<file path="config.mk">
export PLATFORM = sky130hd
export DESIGN_NAME = settle_timing_learner
export DESIGN_NICKNAME = d
export VERILOG_FILES = /design/src/rtl/settle_timing_learner.sv
export SDC_FILE = /design/constraint.sdc
export NUM_CORES = 1
export LEC_CHECK = 0
export BUFFER_PORTS_ARGS = -buffer_cell sky130_fd_sc_hd__buf_4
export CORE_UTILIZATION = 39
export DETAILED_ROUTE_END_ITERATION = 12
export PLACE_DENSITY_LB_ADDON = 0.1
export SYNTH_ARGS = -nofsm -noshare
export SYNTH_HDL_FRONTEND = slang
export SYNTH_SLANG_ARGS = --single-unit
</file>
<file path="constraint.sdc">
create_clock -name clk -period 3.55 [get_ports clk]
set_input_delay 0 -clock clk [delete_from_list [all_inputs] [get_ports clk]]
set_output_delay 0 -clock clk [all_outputs]
set_load 0.005 [all_outputs]
</file>
<file path="src/rtl/settle_timing_learner.sv">
module settle_timing_learner #(
  parameter int NOUT    = 8,
  parameter int NPAT    = 16,
  parameter int NSTROBE = 8,
  localparam int OW = $clog2(NOUT),
  localparam int PW = $clog2(NPAT),
  localparam int SW = $clog2(NSTROBE)
) (
  input  logic          clk,
  input  logic          rst_n,
  input  logic          mode_learn,
  input  logic [PW-1:0] pat_idx,
  input  logic          start,
  input  logic          strobe_valid,
  input  logic [SW-1:0] strobe_idx,
  input  logic [NOUT-1:0] obs,
  input  logic          cap_valid,
  input  logic [NOUT-1:0] hz_free,
  input  logic [SW-1:0] tol,
  output logic          done,
  output logic          pass,
  output logic [OW-1:0] fail_idx
);

  logic [NOUT-1:0] bad;
  logic [OW-1:0]   first_bad;

  for (genvar g = 0; g < NOUT; g++) begin : g_out
    logic          seen;
    logic          run_val;
    logic [SW-1:0] run_start;
    logic [SW:0]   tbl [NPAT];
    logic          settled;
    logic [SW:0]   learned;
    logic [SW:0]   limit;

    assign settled = seen && (run_val == obs[g]);
    assign learned = tbl[pat_idx];
    assign limit   = {1'b0, learned[SW-1:0]} + {1'b0, tol};
    assign bad[g]  = hz_free[g] && learned[SW] &&
                     (!settled || ({1'b0, run_start} > limit));

    always_ff @(posedge clk or negedge rst_n) begin
      if (!rst_n) begin
        seen      <= 1'b0;
        run_val   <= 1'b0;
        run_start <= '0;
        for (int p = 0; p < NPAT; p++) tbl[p] <= '0;
      end else begin
        if (start) begin
          seen <= 1'b0;
        end else if (strobe_valid) begin
          seen <= 1'b1;
          if (!seen || obs[g] != run_val) begin
            run_val   <= obs[g];
            run_start <= strobe_idx;
          end
        end
        if (cap_valid && mode_learn)
          tbl[pat_idx] <= {settled && hz_free[g], run_start};
      end
    end
  end

  always_comb begin
    first_bad = '0;
    for (int o = NOUT - 1; o >= 0; o--)
      if (bad[o]) first_bad = OW'(o);
  end

  always_ff @(posedge clk or negedge rst_n) begin
    if (!rst_n) begin
      done     <= 1'b0;
      pass     <= 1'b1;
      fail_idx <= '0;
    end else begin
      done <= cap_valid;
      if (cap_valid) begin
        pass     <= mode_learn || !(|bad);
        fail_idx <= mode_learn ? '0 : first_bad;
      end
    end
  end

endmodule


</file>
==> summary.txt <==
Routing
  • Routed Wire Length: 73600 µm
  • Vias/cell: 5.38
  • First-pass DRT Iterations: 5
  • # DRC: 0
  • Vias post-DR: 16454
  • Initial drt markers: 967
  • Wire per inst: 24.1 µm
  • Antenna viol nets, final: 0

Synth
  • Async S/R FF share, synth: 100%
  • Ys flop type: dfrtp_1
  • Synth Instances: 2066
  • Sequential share of the synthesized area: 54.3%
  • Number of synthesized flops with an enable pin: 0
  • Cell area after synthesis: 25300 µm²
  • Syn_area_per_cell: 12.3 µm²
  • Register bit count reported by yosys: 550
  • Synth Net Count: 2156
  • Warnings from Yosys: 0
  • Count of cell types in the netlist: 46

Power
  • Int Power: 0.0130 W
  • Flop pwr share: 45.9%
  • Power Density: 607 nW/µm²
  • Clk pwr share: 34.8%
  • VDD IR-drop max: 0.367 mV
  • P_sw: 0.00499 W
  • Switching share of power: 27.7%
  • Leakage: 13.6 nW
  • Comb power frac: 19.3%
  • Total power: 0.0180 W

Cells and area
  • Area Overhead vs Synth: 17.2%
  • Layout cell share with drive strength beyond 1: 30.6%
  • Layout fillers: 5784
  • Layout Nets: 2246
  • Layout Utilization: 46.1%
  • Register area: 13800 µm²
  • Area occupied by multi-input gates: 10900 µm²
  • Final instance area: 29700 µm²
  • ANT cells: 0

Worst setup path
  • Critical Path AT: 4.31 ns
  • CP Data Required Time: 4.09 ns
  • Crit Path Max Fanout: 2
  • Max incr delay on CP: 0.54 ns
  • CP Launch Type: flop
  • CP Cell Sequence: mux4_2 -> mux4_2 -> ha_4 -> inv_2 -> fa_1 -> ha_1 -> nor2b_1 -> o21ai_1 -> a21oi_2 -> o211ai_2 -> nand2_2 -> or3_4 -> o311ai_4
  • Crit-path slowest cell: mux4_2
  • Worst setup EP type: flop
  • Worst Reg2Reg Path Length in Cells: 13
  • Most frequent CP cell: mux4_2
  • Critical path class: flop to flop

CTS
  • # clock sinks: 550
  • Clk Tree Root Cell: clkbuf_16
  • Htree depth: 2
  • Clk slew on worst S/H paths: 0.06 ns
  • Clk buf depth: 3
  • Cts bufs inserted: 61
  • Later-pin clock latency in the skew report: 0.63 ns
  • TritonCTS clock tree: built

Placement
  • Post-place instance area: 27200 µm²
  • I/O Buffers: 36
  • Dpl hpwl: 44900 µm
  • GPL Wtd Cong: 0.800

GRT
  • Vias in the first global route: 17302
  • All-Layer GR Usage: 22.9%
  • Initial antenna violation count: 0
  • Largest net degree at the start of global routing: 98
  • GR Overflow Total: 0
  • Global-route wire length before repair: 113000 µm

STA
  • Hold_ws: -0.0109 ns
  • Fmax: 265 MHz
  • Final setup vio count: 4
  • Worst slew pin tran: 0.856 ns
  • RSZ-0062 raised after global routing: yes
  • Final setup margin: -0.220 ns
  • Final hold viol count: 2
  • Max-slew violations: 0
  • Final Skew: 0.0168 ns
  • Fin crit period: 3.77 ns
  • Post-Route Setup TNS: -0.747 ns
  • Max_slew headroom: 43.0%
  • Fin crit share: 106%

Outcome
  • Violated checks: negative hold slack, negative setup slack
  • Outcome: complete, but fails checks

Die
  • Initial Utilization: 39.4%
  • Rows: 93
  • Die area: 66000 µm²
  • Placeable core region: 64300 µm²
  • # IOs: 37
  • Die Y: 257 µm
  • Die span in x: 257 µm

Min path
  • Hold Crit Class: input pin to flop
  • Hold Path Cell Cnt: 5

Flow run
  • Max-cap viol count: 0
==> kinds of logic (layout without fill, tap and decap cells) <==
group	count (synthesis)	after routing	share of synthesized area [%]
AO/OA/AOI/OAI	329	329	6.96
XOR/XNOR	16	16	0.553
adder cells (fa/ha/maj)	58	58	3.10
buffers and inverters	203	341	3.27
flip-flops	550	550	54.3
multiplexers	370	370	23.4
AND/OR/NAND/NOR	540	540	8.38
==> worst max-delay path, delay by kind of cell, from the launching register on <==
kind,cells,cell delay (ns)
AO/OA/AOI/OAI,4,0.68
AND/OR/NAND/NOR,3,0.64
buffers and inverters,1,0.05
flip-flops,1,0.37
adder cells (fa/ha/maj),3,0.92
multiplexers,2,1.02
==> cell type report <==
| type | instances | share of cell area (%) |
|---|---|---|
| sequential | 550 | 46.4 |
| multi-input combinational | 1313 | 36.9 |
| clock buffer | 92 | 6.25 |
| timing repair buffer | 190 | 5.96 |
| tap | 855 | 3.60 |
| inverter | 40 | 0.506 |
| clock inverter | 19 | 0.442 |
==> sequential cells by signal, summed over array words and instances (netlist names) <==
| register | count |
|---|---|
| g_out.seen | 1 |
| g_out.run_start | 24 |
| g_out.run_val | 8 |
| fail_idx | 3 |
| pass | 1 |
| done | 1 |
| g_out.tbl | 512 |
==> worst paths after layout <==
| check | slack [ns] | start | endpoint |
|---|---|---|---|
| hold reg to reg | 0.47 | g_out[5].tbl[50] | g_out[5].tbl[50] |
| setup / recovery | -0.22 | g_out[2].tbl[48] | pass |
| max in group asynchronous | 2.46 | rst_n | g_out[5].run_start[2] |
| setup reg to reg | -0.22 | g_out[2].tbl[48] | pass |
| hold / removal | -0.01 | hz_free[5] | fail_idx[0] |
| min in group asynchronous | 0.03 | rst_n | g_out[6].tbl[47] |
==> power by group through the flow <==
stage	clock (W)	sequential (W)	combinational (W)
6_report	0.00628	0.00827	0.00348
5_1_grt	0.00669	0.00844	0.00388
4_1_cts	0.00643	0.00827	0.00342
3_5_place_dp	0	0.00837	0.00334
3_3_place_gp	0	0.00834	0.00320
2_1_floorplan	0	0.00800	0.00248
==> per-stage QoR <==
step	std cells	setup slack, ns
after global placement	2915	-0.389
after floorplan	2066	-0.381
final	3059	-0.220
after global routing	3059	-0.340
after CTS	3048	-0.235
after detailed placement	2915	-0.460
==> synthesized netlist by cell type, types with 2 or more instances <==
cell | count | area (µm²)
a22o_1 | 3 | 26.3
fa_1 | 8 | 160
nand2_1 | 492 | 1850
clkbuf_1 | 126 | 473
ha_1 | 50 | 626
o21ai_0 | 276 | 1380
buf_2 | 29 | 145
a31oi_1 | 10 | 62.6
mux2_2 | 216 | 2430
mux4_2 | 146 | 3290
dfrtp_1 | 549 | 13700
nor2b_1 | 9 | 56.3
and2_1 | 12 | 75.1
xnor2_1 | 12 | 105
nor2_1 | 13 | 48.8
nand2b_1 | 4 | 25.0
inv_1 | 40 | 150
a21oi_1 | 14 | 70.1
buf_1 | 3 | 11.3
o221ai_1 | 2 | 17.5
nor3_1 | 2 | 10.0
xor2_1 | 4 | 35.0
mux4_1 | 8 | 210
nor3b_1 | 2 | 15.0
o21a_1 | 2 | 15.0
buf_4 | 3 | 22.5
a22oi_1 | 8 | 60.1
o211ai_1 | 5 | 37.5
==> cells in the final DEF (no fill, tap or decap), types with 2 or more instances in the layout <==
master and instances:
a21oi_1 10, a21oi_2 4, a22o_1 3, a22oi_1 8, a31oi_1 9, and2_1 12, buf_12 21, buf_4 141
buf_8 2, clkbuf_1 12, clkbuf_16 63, clkbuf_8 17, clkinv_2 14, clkinvlp_4 3, dfrtp_1 549, dlygate4sd3_1 25
fa_1 5, fa_2 3, ha_1 44, ha_4 5, inv_1 37, inv_2 3, mux2_2 216, mux4_1 8
mux4_2 146, nand2_1 476, nand2_2 17, nand2b_1 3, nor2_1 13, nor2b_1 8, nor3b_1 2, o211ai_1 5
o21a_1 2, o21ai_0 271, o21ai_1 4, o221ai_2 2, o32ai_2 2, xnor2_1 11, xor2_1 4
==> metal layers <==
layer	wire length, µm	vias up	track usage, %	part of all wire, %
met5	0	-	0	0
met4	1870	0	6.81	2.5
met3	3430	108	3.65	4.7
met2	35000	345	36.6	47
met1	33400	8589	32.3	45
li1	-	7412	-	-
==> repair_timing <==
action	CTS	global route
endpoints found under the setup margin	4	4
pin swaps	14	15
resized for setup	16	17
hold endpoints to repair	132	5
buffers inserted	4	4
hold buffers	18	7
Power figures use the tool's default switching activity.
